## src/rtl/eirq_pkg.sv

```systemverilog
package eirq_pkg;
    typedef enum logic [1:0] {
        VEC_NONE = 2'd0,
        VEC_ONE  = 2'd1,
        VEC_TWO  = 2'd2
    } vec_e;

    typedef struct packed {
        logic pend;
    } latch_st_t;

    typedef struct packed {
        logic act;
    } merge_st_t;

    typedef struct packed {
        logic prev;
        logic lvl_req;
    } v1_st_t;
endpackage

```

## src/rtl/eirq_sync.sv

```systemverilog
module eirq_sync #(
    parameter int WIDTH   = 4,
    parameter int STAGES  = 2,
    parameter bit RST_VAL = 1'b1
) (
    input  logic             clk,
    input  logic             rst_n,
    input  logic [WIDTH-1:0] din,
    output logic [WIDTH-1:0] dout
);
    localparam logic [WIDTH-1:0] RESET_WORD = {WIDTH{RST_VAL}};

    logic [STAGES-1:0][WIDTH-1:0] chain_d, chain_q;

    always_comb begin
        chain_d[0] = din;
    end

    for (genvar k = 1; k < STAGES; k++) begin : g_stage
        always_comb begin
            chain_d[k] = chain_q[k-1];
        end
    end

    always_ff @(posedge clk or negedge rst_n) begin
        if (!rst_n) chain_q <= {STAGES{RESET_WORD}};
        else        chain_q <= chain_d;
    end

    assign dout = chain_q[STAGES-1];
endmodule

```

## src/rtl/eirq_merge.sv

```systemverilog
module eirq_merge
    import eirq_pkg::*;
#(
    parameter int NPIN = 4
) (
    input  logic            clk,
    input  logic            rst_n,
    input  logic [NPIN-1:0] pins,
    input  logic [NPIN-1:0] en,
    input  logic            rise,
    output logic            edge_hit
);
    merge_st_t st_d, st_q;
    logic [NPIN-1:0] eff;
    logic            act_now;

    always_comb begin
        // a pin out of interrupt mode reads as idle-high on the shared line
        eff      = pins | ~en;
        act_now  = rise ? (|eff) : ~(&eff);
        st_d.act = act_now;
        edge_hit = act_now & ~st_q.act;
    end

    always_ff @(posedge clk or negedge rst_n) begin
        if (!rst_n) st_q <= '0;
        else        st_q <= st_d;
    end
endmodule

```

## src/rtl/eirq_latch.sv

```systemverilog
module eirq_latch
    import eirq_pkg::*;
(
    input  logic clk,
    input  logic rst_n,
    input  logic set,
    input  logic clr,
    input  logic kill,
    output logic pend
);
    latch_st_t st_d, st_q;

    always_comb begin
        st_d = st_q;
        if (kill)     st_d.pend = 1'b0;
        else if (set) st_d.pend = 1'b1;
        else if (clr) st_d.pend = 1'b0;
    end

    always_ff @(posedge clk or negedge rst_n) begin
        if (!rst_n) st_q <= '0;
        else        st_q <= st_d;
    end

    assign pend = st_q.pend;
endmodule

```

## src/rtl/eirq_v1.sv

```systemverilog
module eirq_v1
    import eirq_pkg::*;
(
    input  logic clk,
    input  logic rst_n,
    input  logic line,
    input  logic level_mode,
    input  logic strobe,
    input  logic ack,
    output logic pend
);
    v1_st_t st_d, st_q;
    logic   fall_hit;
    logic   edge_pend;

    always_comb begin
        st_d      = st_q;
        st_d.prev = line;
        fall_hit  = st_q.prev & ~line;
        if (!level_mode)  st_d.lvl_req = 1'b0;
        else if (strobe)  st_d.lvl_req = ~line;
    end

    always_ff @(posedge clk or negedge rst_n) begin
        if (!rst_n) st_q <= '{prev: 1'b1, lvl_req: 1'b0};
        else        st_q <= st_d;
    end

    eirq_latch i_edge (
        .clk  (clk),
        .rst_n(rst_n),
        .set  (~level_mode & fall_hit),
        .clr  (ack),
        .kill (level_mode),
        .pend (edge_pend)
    );

    assign pend = level_mode ? st_q.lvl_req : edge_pend;
endmodule

```

## src/rtl/eirq_ctrl.sv

```systemverilog
module eirq_ctrl
    import eirq_pkg::*;
#(
    parameter int NPIN        = 4,
    parameter int SYNC_STAGES = 2
) (
    input  logic            clk,
    input  logic            rst_n,
    input  logic            cfg_gen,
    input  logic            cfg_v1_level,
    input  logic            cfg_v2_rise,
    input  logic            v1_pin,
    input  logic [NPIN-1:0] v2_pins,
    input  logic [NPIN-1:0] v2_irq_en,
    input  logic            sample_stb,
    input  logic            ack_v1,
    input  logic            ack_v2,
    output logic            pend_v1,
    output logic            pend_v2,
    output logic            wake,
    output logic            vec_valid,
    output logic [1:0]      vec_idx
);
    localparam int SW = NPIN + 1;

    logic [SW-1:0]   pins_s;
    logic            v2_edge;
    logic            p1, p2;
    vec_e            pick;

    eirq_sync #(.WIDTH(SW), .STAGES(SYNC_STAGES), .RST_VAL(1'b1)) i_sync (
        .clk  (clk),
        .rst_n(rst_n),
        .din  ({v1_pin, v2_pins}),
        .dout (pins_s)
    );

    eirq_merge #(.NPIN(NPIN)) i_merge (
        .clk     (clk),
        .rst_n   (rst_n),
        .pins    (pins_s[NPIN-1:0]),
        .en      (v2_irq_en),
        .rise    (cfg_v2_rise),
        .edge_hit(v2_edge)
    );

    eirq_latch i_v2_latch (
        .clk  (clk),
        .rst_n(rst_n),
        .set  (v2_edge),
        .clr  (ack_v2),
        .kill (1'b0),
        .pend (p2)
    );

    eirq_v1 i_v1 (
        .clk       (clk),
        .rst_n     (rst_n),
        .line      (pins_s[NPIN]),
        .level_mode(cfg_v1_level),
        .strobe    (sample_stb),
        .ack       (ack_v1),
        .pend      (p1)
    );

    always_comb begin
        if (p1)      pick = VEC_ONE;
        else if (p2) pick = VEC_TWO;
        else         pick = VEC_NONE;
    end

    assign pend_v1   = p1;
    assign pend_v2   = p2;
    assign wake      = p1 | p2;
    assign vec_valid = cfg_gen & (p1 | p2);
    assign vec_idx   = pick;
endmodule

```

## config.mk

```make
export PLATFORM = sky130hd
export DESIGN_NAME = eirq_ctrl
export DESIGN_NICKNAME = d
export VERILOG_FILES = /design/src/rtl/eirq_pkg.sv /design/src/rtl/eirq_sync.sv /design/src/rtl/eirq_merge.sv /design/src/rtl/eirq_latch.sv /design/src/rtl/eirq_v1.sv /design/src/rtl/eirq_ctrl.sv
export SDC_FILE = /design/constraint.sdc
export NUM_CORES = 1
export LEC_CHECK = 0
export ABC_CLOCK_PERIOD_IN_PS = 3070
export BUFFER_PORTS_ARGS = -buffer_cell sky130_fd_sc_hd__buf_2
export CAP_MARGIN = 0
export CORE_AREA = 2 2 39 41
export CTS_CLUSTER_SIZE = 14
export DETAILED_ROUTE_END_ITERATION = 7
export DIE_AREA = 0 0 41 43
export GPL_ROUTABILITY_DRIVEN = 0
export PLACE_DENSITY_LB_ADDON = 0.05
export SLEW_MARGIN = 10
export SYNTH_ARGS = -nofsm -noshare
export SYNTH_HDL_FRONTEND = slang
export SYNTH_HIERARCHICAL = 1
export SYNTH_SLANG_ARGS = --single-unit
```

## constraint.sdc

```tcl
create_clock -name clk -period 3.07 [get_ports clk]
set_clock_uncertainty 0.15 [all_clocks]
set_input_delay 0.307 -clock clk [delete_from_list [all_inputs] [get_ports clk]]
set_output_delay 0.307 -clock clk [all_outputs]
set_load 0.01 [all_outputs]
```

# Yosys cells after proc, flatten, opt, wreduce, memory -nomap -nowiden
# Cells that the tools add are included.
# word_totals
out_inout_bits	6
ff_bits	15
elab_cells	34
input_bits	17
# op_classes
n_mux	11
n_eq_ne	1
bitwise_logic	11
reduce_logical	4
# ops
operator	n
1-bit two-way mux	9
1-bit bitwise AND	4
2-bit two-way mux	2
1-bit inverter	4
4-bit inverter	1
4-bit OR	1
4-bit AND reduction	1
4-bit OR reduction	1
3-bit nonzero test	1
2-bit by 1-bit inequality test with 1-bit output (second input constant)	1
2-bit nonzero test	1
1-bit OR	1

# Longest topological paths before layout
# Gate-level depths: netlist of run 1.
# depth
depth_word	7
ltp_mapped	5

# By module
# Netlist of run 1, hierarchy kept.
# modules_own_cells
mod	cells_per_inst	area_per_inst_um2	n_inst	seq_area_each_um2
eirq_sync	10	262.8	1	262.8
eirq_merge	11	131.4	1	25.0
eirq_v1	7	97.6	1	51.3
eirq_latch	4	43.8	2	25.0
eirq_ctrl	5	33.8	1	0.0

# Least setup slack after synthesis of run 1
# OpenSTA, ideal clock, no wires.
# synth_timing
path_type	reg-to-output
start	register i_v1.i_edge.st_q, in the netlist i_v1/i_edge/pend
end	output wake
n_path_buf	0
arrival_time_ns	0.902
required_ns	2.613
path_stages_with_launch	3
setup_slack_ns	1.711
cell_sequence	dfrtp_1 -> mux2_4 -> or2_1
# synth_via
elab_chain_cells	2
# synth_rtl
element	line	source
from (decl)	eirq_latch.sv:11	latch_st_t st_d, st_q;
from (signal assigned)	eirq_latch.sv:22	else st_q <= st_d;
1-bit two-way mux	eirq_v1.sv:38	assign pend = level_mode ? st_q.lvl_req : edge_pend;
net pend_v1	eirq_ctrl.sv:18	output logic pend_v1,
1-bit OR	eirq_ctrl.sv:74	assign wake = p1 | p2;
to (decl)	eirq_ctrl.sv:20	output logic wake,
# The timed path passes the listed nets, and every way through them passes these cells.

# Worst setup path in the final report of run 1
# layout_timing
start	register i_v1.i_edge.st_q, in the netlist i_v1/i_edge/pend
end	output wake
# layout_via
elab_chain_cells	2
# layout_rtl
element	line
1-bit two-way mux	eirq_v1.sv:38
1-bit OR	eirq_ctrl.sv:74
# Every way passes these cells.

==> flow_summary.toml, run 1 <==
[status]
outcome = "complete, no violations"

[pwr]
p_leak_nw = 0.382
power_density_mw_per_mm2 = 451
irDropWorstVdd_mv = 0.256

[cells_and_area]
final_cell_area_um2 = 823
n_antenna_cell = 0
fin_cells = 88
drive_above_1_share = 0.667
nFillCells = 120
fin_nets = 90
area_growth_pct = 34.3

[timing]
max_freq_ghz = 0.574
slew_viol_final = 0
rsz0062_at_grt = "false"
finalSetupViolations = 0
finalCritPeriodShare = 0.567
min_period_ns = 1.74
finalHoldViolCount = 0
tns_ns = 0

[synth]
syn_area_per_cell_um2 = 15.0
postSynth.asyncResetShare = 1.00
ys_warn_count = 6
synth_common_cells = "dfstp_2, nand2b_1, dfrtp_1"
synth_flop_cell = "dfstp_2"
synth.most_common_cell = "dfstp_2"
netlist_area_um2 = 613
synth_seq_cells = 15
syn_inst = 41
synthTopCellsByArea = "dfstp_2, dfrtp_1, nand2b_1"
synth-seq-area-share = 0.635
synth_edf_count = 0
synth_area_leader_cell = "dfstp_2"
synth.distinct_cells = 19
yosys.area.top_type_share = 0.471
syn_nets = 58

[min_path]
hold_depth = 2
hold_class = "in2reg"

[critical_path]
crit_slowest_cell = "dfrtp_1"
max_stage_delay_ns = 0.39
endpoint_kind = "output pin"
crit_chain = "mux2_4, or2_1, buf_2"
worst_setup_path_start_kind = "register"
required_ns = 2.61
rr_worst_depth = 5
crit_arrival_ns = 1.29
path_class = "reg2out"
cp_max_fo = 5

[detailed_routing]
viasPerCell = 4.33
vias = 381
finalWirelength_um = 832
drt_iter0_markers = 2
dr.pass1.iters = 2
detail-route-antenna-nets = 0
drc = 0
wl_per_cell_um = 9.45

[clocking]
clockBufferDepth = 2
htree_num_levels = 1
insertion_delay_ns = 0.27
cts_tree = "yes"
cts.clk_slew.worst_paths_ns = 0.09
cts_sinks = 15
root_buffer = "clkbuf_4"
cts_made_buffers = 3

[floorplanning]
ios = 23
fp-row-count = 14
dieWidth_um = 41
die_area_mm2 = 0.00176
core-area_mm2 = 0.00138
start_util = 0.443
die_h_um = 43

[grt]
antenna_found_initial = 0
grt_pass1_vias = 354
grt_start_max_net_pins = 16
grt_pass1_wl_um = 1350
grt-ovfl-total = 0
grt_use_total = 0.122

[placed_design]
io_buffers = 22
place_inst = 78
placed_area_um2 = 736
dp_hpwl_um = 634

[job]
cap_violations = 0
## power breakdown
group	internal (mW)	switching, mW	total (mW)
clock	0.0483	0.0584	0.107
combinational	0.0275	0.0193	0.0468
sequential	0.213	0.00462	0.218
total	0.289	0.0823	0.371
## cell families after synthesis
| group | count (synthesis) | share of synthesized area |
|---|---|---|
| muxes | 2 | 0.0408 |
| AOI/OAI and AO/OA | 5 | 0.0694 |
| and+or+nand+nor | 15 | 0.225 |
| buffers and inverters | 3 | 0.0245 |
| other | 1 | 0.00612 |
| DFF | 15 | 0.635 |
## cell type report
class                           count  area, um^2  share of cell area
Tap cell                           16        20.0              0.0243
Inverter                            2        7.51             0.00912
Sequential cell                    15         389               0.473
Multi-Input combinational cell     23         209               0.254
Timing Repair Buffer               28         170               0.207
Clock buffer                        3        22.5              0.0274
Clock inverter                      1        5.00             0.00608
## metrics by stage
stage | power (mW) | setup slack [ns] | hold WS (ns) | utilization
floorplan | 0.243 | 1.71 | -0.139 | -
CTS | 0.379 | 1.31 | 0.0730 | 0.595
finish | 0.371 | 1.33 | 0.0832 | 0.595
global placement | 0.262 | 1.53 | 0.0614 | 0.532
global route | 0.394 | 1.24 | 0.0740 | 0.595
detailed placement | 0.263 | 1.52 | 0.0635 | 0.532
## path summary, 6_finish.rpt
kind / slack [ns] / to / startpoint
worst max-delay path: 1.33 / wake / i_v1/i_edge/pend
worst min-delay path: 0.08 / i_v1/i_edge/pend / cfg_v1_level
worst max register to register: 1.70 / i_v2_latch/pend / i_sync/dout[0]
worst min register to register: 0.21 / i_sync/dout[1] / i_sync/chain_d[6]
max in group asynchronous: 2.19 / i_sync/chain_d[7] / rst_n
min in group asynchronous: 0.29 / i_merge/st_q / rst_n
## flip-flops by register name, summed over array words and instances (netlist names)
| signal | cells |
|---|---|
| i_merge/st_q | 1 |
| i_sync/dout | 5 |
| i_sync/chain_d | 5 |
| i_v1/st_q | 2 |
| i_v2_latch/pend | 1 |
| i_v1/i_edge/pend | 1 |
## critical path: cells and delay by family (launching register included)
family,cells,cell delay (ns)
buffers and inverters,1,0.13
flip-flops,1,0.39
multiplexers,1,0.29
AND/OR/NAND/NOR,1,0.20
## per-layer routing
metal | vias up | track usage | wire length (um)
li1 | 192 | - | -
met1 | 168 | 0.130 | 337
met2 | 17 | 0.188 | 405
met3 | 4 | 0.0157 | 57
met4 | 0 | 0.120 | 31
met5 | - | 0 | 0
## placed cells by master (no fill, tap or decap), types with 2 or more instances in the layout
master	instances
dfrtp_1	4
nand2b_1	5
clkbuf_4	3
dfstp_2	11
nor2b_2	2
a21oi_2	2
nor2b_4	2
dlygate4sd3_1	6
inv_1	2
buf_2	22
or2_1	2
## timing repair
item                                    in CTS  in global routing
buffers inserted                             0                  0
gates resized for setup                      0                  0
endpoints found under the hold margin        9                  0
endpoints found under the setup margin       0                  0
hold buffers                                 6                  0
Note: power is estimated with default switching activity, not from simulation.
==> run 2: changes to the inputs <==
Settings changed: ABC_AREA set to 1, ABC_CLOCK_PERIOD_IN_PS 3070 to 1600, CORE_AREA 2 2 39 41 to not set, CORE_MARGIN set to 2, CORE_UTILIZATION set to 40, DIE_AREA 0 0 41 43 to not set.
Clock period 3.07 ns to 1.6 ns, I/O delays scaled along.
==> run 2 against run 1 <==
Final cell count grew 23%. Critical path depth up 2. Register-to-register slack got worse by 1.4 ns. Global-route usage down 0.97 points. Via count grew 11%. Non-clock buffer count rose by 4. Sequential cell count is the same. Sequential share of layout area decreased by 0.50 points. Setup slack worse by 1.1 ns. Die area increased by 0.32%. Synthesized area fell by 5.5%. Synthesized cell count rose by 41%. Critical path type unchanged. Critical endpoint is now vec_valid.
==> flow_summary.toml, run 2 <==
[critical_path]
crit_arrival_ns = 1.10
worst_setup_path_start_kind = "register"
max_stage_delay_ns = 0.36
cp_max_fo = 4
crit_slowest_cell = "dfrtp_1"
path_class = "reg2out"
endpoint_kind = "output pin"
path_common_cell = "nor2_1"
crit_chain = "inv_1, o21ai_2, nor2_1, nor2_1, buf_2"
required_ns = 1.29

[synth]
synth_flop_cell = "dfstp_2"
synth.distinct_cells = 13
syn_area_per_cell_um2 = 9.99
netlist_area_um2 = 579
synthTopCellsByArea = "dfstp_2, dfrtp_1, inv_1"
synth_common_cells = "inv_1, dfstp_2, nand2_1"
synth_area_leader_cell = "dfstp_2"
syn_inst = 58
synth_seq_cells = 15
yosys.area.top_type_share = 0.499
synth-seq-area-share = 0.672
synth.most_common_cell = "inv_1"
ys_warn_count = 6
syn_nets = 75
synth_edf_count = 0
postSynth.asyncResetShare = 1.00

[detailed_routing]
dr_wl_met2_um = 366
highest_layer = "met3"
finalWirelength_um = 811
detail-route-antenna-nets = 0
vias = 424
drc = 0
wl_met1_um = 386
dr.pass1.iters = 3
wl_per_cell_um = 7.51
viasPerCell = 3.93
drt_iter0_markers = 1
route.met3.wl_um = 58

[min_path]
hold_class = "in2reg"

[cells_and_area]
area_growth_pct = 43.6
final_cell_mix = "buf_2, inv_1, nand2_1, dfstp_2, dlygate4sd3_1"
drive_above_1_share = 0.441
final_common_cell = "buf_2"
fin_nets = 111
n_antenna_cell = 0

[pwr]
p_int_mw = 0.551
switching_share = 0.219
p_leak_nw = 0.438
power_density_mw_per_mm2 = 847
power.share.sequential = 0.592
p_sw_mw = 0.154
clkPwrFrac = 0.278
combPwrFrac = 0.130
irDropWorstVdd_mv = 0.614
total_power_mw = 0.705

[clocking]
clockBufferDepth = 2
cts_sinks = 15
cts.clk_slew.worst_paths_ns = 0.08
cts_made_buffers = 3
htree_num_levels = 1
root_buffer = "clkbuf_4"
insertion_delay_ns = 0.27
cts_tree = "yes"

[grt]
grt_pass1_vias = 395
grt_use_total = 0.112
grt_pass1_wl_um = 1540
grt_start_max_net_pins = 16
antenna_found_initial = 0
grt-ovfl-total = 0

[floorplanning]
fp-row-count = 13
ios = 23
die_h_um = 42.1
die_area_mm2 = 0.00177
dieWidth_um = 42.1
start_util = 0.434
core-area_mm2 = 0.00133

[timing]
max_freq_ghz = 0.710
finalCritPeriodShare = 0.881
hold_ws_ns = 0.0483
rsz0062_at_grt = "false"
finalHoldViolCount = 0
setup_ws_ns = 0.191
finalSetupViolations = 0
min_period_ns = 1.41
slew_viol_final = 0
tns_ns = 0

[job]
cap_violations = 0

[placed_design]
dp_slack_ns = 0.298
io_buffers = 22
dp_hpwl_um = 589

[status]
outcome = "complete, no violations"
## run 2: cell types whose count changed in the layout (fill, tap and decap cells not counted), moves of 4 or more
cell           before  now
nand2_1             0   11
nor2_1              0    9
inv_1               2   14
nand2b_1            5    0
dlygate4sd3_1       6   10
## run 2: what timing repair did
action	CTS	global route
hold buffers	10	0
pin swaps	0	0
setup buffers	0	0
setup endpoints to repair	1	1
gates cloned	0	0
hold endpoints to repair	23	0
resized for setup	1	1
## run 2: logic make-up (layout without fill, tap and decap cells)
group | after synthesis | in the layout | synth area share
and+or+nand+nor | 23 | 23 | 0.171
AOI/OAI and AO/OA | 4 | 4 | 0.0475
DFF | 15 | 15 | 0.672
other | 1 | 1 | 0.00647
buffers and inverters | 15 | 50 | 0.104
## run 2: power by group through the flow
stage / Clock (mW) / Combinational (mW) / Sequential (mW)
finish: 0.196 / 0.0918 / 0.417
global route: 0.228 / 0.105 / 0.419
global placement: 0 / 0.0714 / 0.423
CTS: 0.208 / 0.0916 / 0.417
detailed placement: 0 / 0.0724 / 0.424
floorplan: 0 / 0.0346 / 0.423
## run 2: cell type report
cell class	instances	area, um^2
tap	15	18.8
timing repair buffer	32	210
clock buffer	3	22.5
sequential	15	389
clock inverter	1	5.00
fill	115	502
inverter	14	52.6
multi-input combinational	28	134
## run 2: layer usage
metal	up-vias	track usage
met2	15	0.178
met1	174	0.152
li1	235	-
met3	0	0.0388
met4	0	0.0188
met5	-	0
## run 2: worst paths after layout
| check | depth (start not counted) | slack [ns] | startpoint | to |
|---|---|---|---|---|
| setup / recovery | 5 | 0.19 | i_v1/i_edge/pend | vec_valid |
| hold / removal | 4 | 0.05 | cfg_v1_level | i_v1/i_edge/pend |
| setup reg to reg | 9 | 0.31 | i_sync/dout[3] | i_v2_latch/pend |
| hold reg to reg | 0 | 0.21 | i_sync/chain_d[6] | i_sync/dout[1] |
| max in group asynchronous | 2 | 0.87 | rst_n | i_v1/st_q[1] |
| min in group asynchronous | 2 | 0.15 | rst_n | i_v1/st_q[0] |
## run 2: worst max-delay path: cells and delay by family, from the launching register on
family	cells	cell delay, ns
buffers and inverters	2	0.18
AND/OR/NAND/NOR	2	0.15
flip-flops	1	0.36
AO/OA/AOI/OAI	1	0.15
## run 2: per-stage QoR
step	util	cells	cell area (um^2)
after floorplan	-	58	579
after global placement	0.525	94	701
after detailed placement	0.525	94	701
after CTS	0.621	108	828
after global routing	0.624	108	832
final	0.624	108	832
==> run 3: changes to the inputs <==
Settings changed: CORE_UTILIZATION 40 to 43, CTS_BUF_LIST set to sky130_fd_sc_hd__clkbuf_2.
==> run 3 against run 2 <==
Critical endpoint unchanged. Fmax decreased by 1.7%. Largest power group unchanged. Count of clock-buffer cells in the layout increased by 1. Critical path depth unchanged.
==> flow_summary.toml, run 3 (synthesized netlist as in run 2, its figures left out) <==
[cells_and_area]
drive_above_1_share = 0.441
n_antenna_cell = 0
area_growth_pct = 42.3
final_common_cell = "buf_2"
fin_nets = 111
fin_cells = 108
final_cell_area_um2 = 825
final_cell_mix = "buf_2, inv_1, nand2_1, dfstp_2, dlygate4sd3_1"

[pwr]
p_leak_nw = 0.437
p_int_mw = 0.525
switching_share = 0.231
combPwrFrac = 0.136
total_power_mw = 0.682
irDropWorstVdd_mv = 0.482
clkPwrFrac = 0.252
power_density_mw_per_mm2 = 827
power.share.sequential = 0.612
p_sw_mw = 0.158

[detailed_routing]
viasPerCell = 4.02
wl_per_cell_um = 8.92
dr.pass1.iters = 3
detail-route-antenna-nets = 0
vias = 434
drt_iter0_markers = 7
drc = 0
finalWirelength_um = 963

[floorplanning]
core-area_mm2 = 0.00128
dieWidth_um = 40.7
start_util = 0.451
die_h_um = 40.7
ios = 23
die_area_mm2 = 0.00166
fp-row-count = 13

[grt]
grt_busiest_layer = "met2"
grt.met1_usage = 0.140
grtUsageMet3 = 0.0489
grt_use_total = 0.143
grt-ovfl-total = 0
grt_start_max_net_pins = 16
antenna_found_initial = 0
grtUsageMet2 = 0.250
grt_pass1_wl_um = 1450
grt_pass1_vias = 397

[placed_design]
placed_area_um2 = 701
dp_slack_ns = 0.307
io_buffers = 22
place_inst = 94
dp_hpwl_um = 612

[critical_path]
r2r-start = "i_sync/dout[0]"
endpoint_kind = "output pin"
cp_max_fo = 4
required_ns = 1.29
path_class = "reg2out"
reg2reg_to = "i_v2_latch/pend"
rrSetupSlack_ns = 0.34
worst_setup_path_start_kind = "register"
rr_worst_depth = 9
crit_arrival_ns = 1.12

[clocking]
cts_setup_buffers = 0
cts_made_buffers = 3
root_buffer = "clkbuf_2"
insertion_delay_ns = 0.26
htree_num_levels = 1
cts_sinks = 15
cts.clk_slew.worst_paths_ns = 0.13
clockBufferDepth = 2
cts_tree = "yes"

[timing]
setup_ws_ns = 0.166
min_period_ns = 1.43
rsz0062_at_grt = "false"
finalHoldViolCount = 0
max_freq_ghz = 0.697
tns_ns = 0
slew_viol_final = 0
finalSetupViolations = 0
finalCritPeriodShare = 0.896

[status]
outcome = "complete, no violations"

[min_path]
min_from = "cfg_v1_level"
hold_class = "in2reg"
hold_depth = 4
holdPathEnd = "i_v1/i_edge/pend"

[job]
cap_violations = 0
## run 3: cell types whose count changed in the layout (fill, tap and decap cells not counted), sizes merged
| cell | delta |
|---|---|
| clkbuf | +1 |
| clkinv | -1 |
## run 3: metal layers
layer / part of all wire / vias up
met2: 0.50 / 17
li1: - / 235
met1: 0.42 / 179
met4: 0.022 / 0
met5: 0 / -
met3: 0.063 / 3
## run 3: metrics by stage
stage                      util  hold slack [ns]
after global placement    0.545          -0.0821
after CTS                 0.639          0.00309
after floorplan               -           -0.286
after detailed placement  0.545          -0.0812
after global routing      0.642          0.00732
final                     0.642           0.0365
## run 3: power by group through the flow
stage	Clock, mW	Combinational (mW)	Sequential [mW]
2_1_floorplan	0	0.0346	0.423
3_3_place_gp	0	0.0718	0.423
3_5_place_dp	0	0.0727	0.424
4_1_cts	0.181	0.0921	0.418
5_1_grt	0.200	0.106	0.420
6_report	0.172	0.0925	0.418
## run 3: worst max path at each step
| stage | start | endpoint |
|---|---|---|
| after detailed placement | i_v1/i_edge/pend | vec_valid |
| after floorplan | i_v1/i_edge/pend | vec_valid |
| after global placement | i_sync/dout[0] | i_v2_latch/pend |
| after CTS | i_v1/i_edge/pend | vec_valid |
| final | i_v1/st_q[0] | vec_valid |
| after global routing | i_v1/i_edge/pend | vec_valid |
## run 3: what timing repair did
item                                   in CTS  in global routing
endpoints found under the hold margin      23                  0
setup endpoints to repair                   1                  1
resized for setup                           1                  1
hold buffers                               10                  0
## run 3: area by class of cell
| class | count | area (um^2) |
|---|---|---|
| clock buffer | 4 | 20.0 |
| multi-input combinational | 28 | 134 |
| sequential | 15 | 389 |
| tap | 15 | 18.8 |
| inverter | 14 | 52.6 |
| fill | 107 | 460 |
| timing repair buffer | 32 | 210 |
## run 3: critical path, cell delays in order (launching register included)
cell and delay (ns):
dfrtp_1 0.40, nand2_1 0.08, o21ai_2 0.07, nor2_1 0.12, nor2_1 0.05, buf_2 0.13
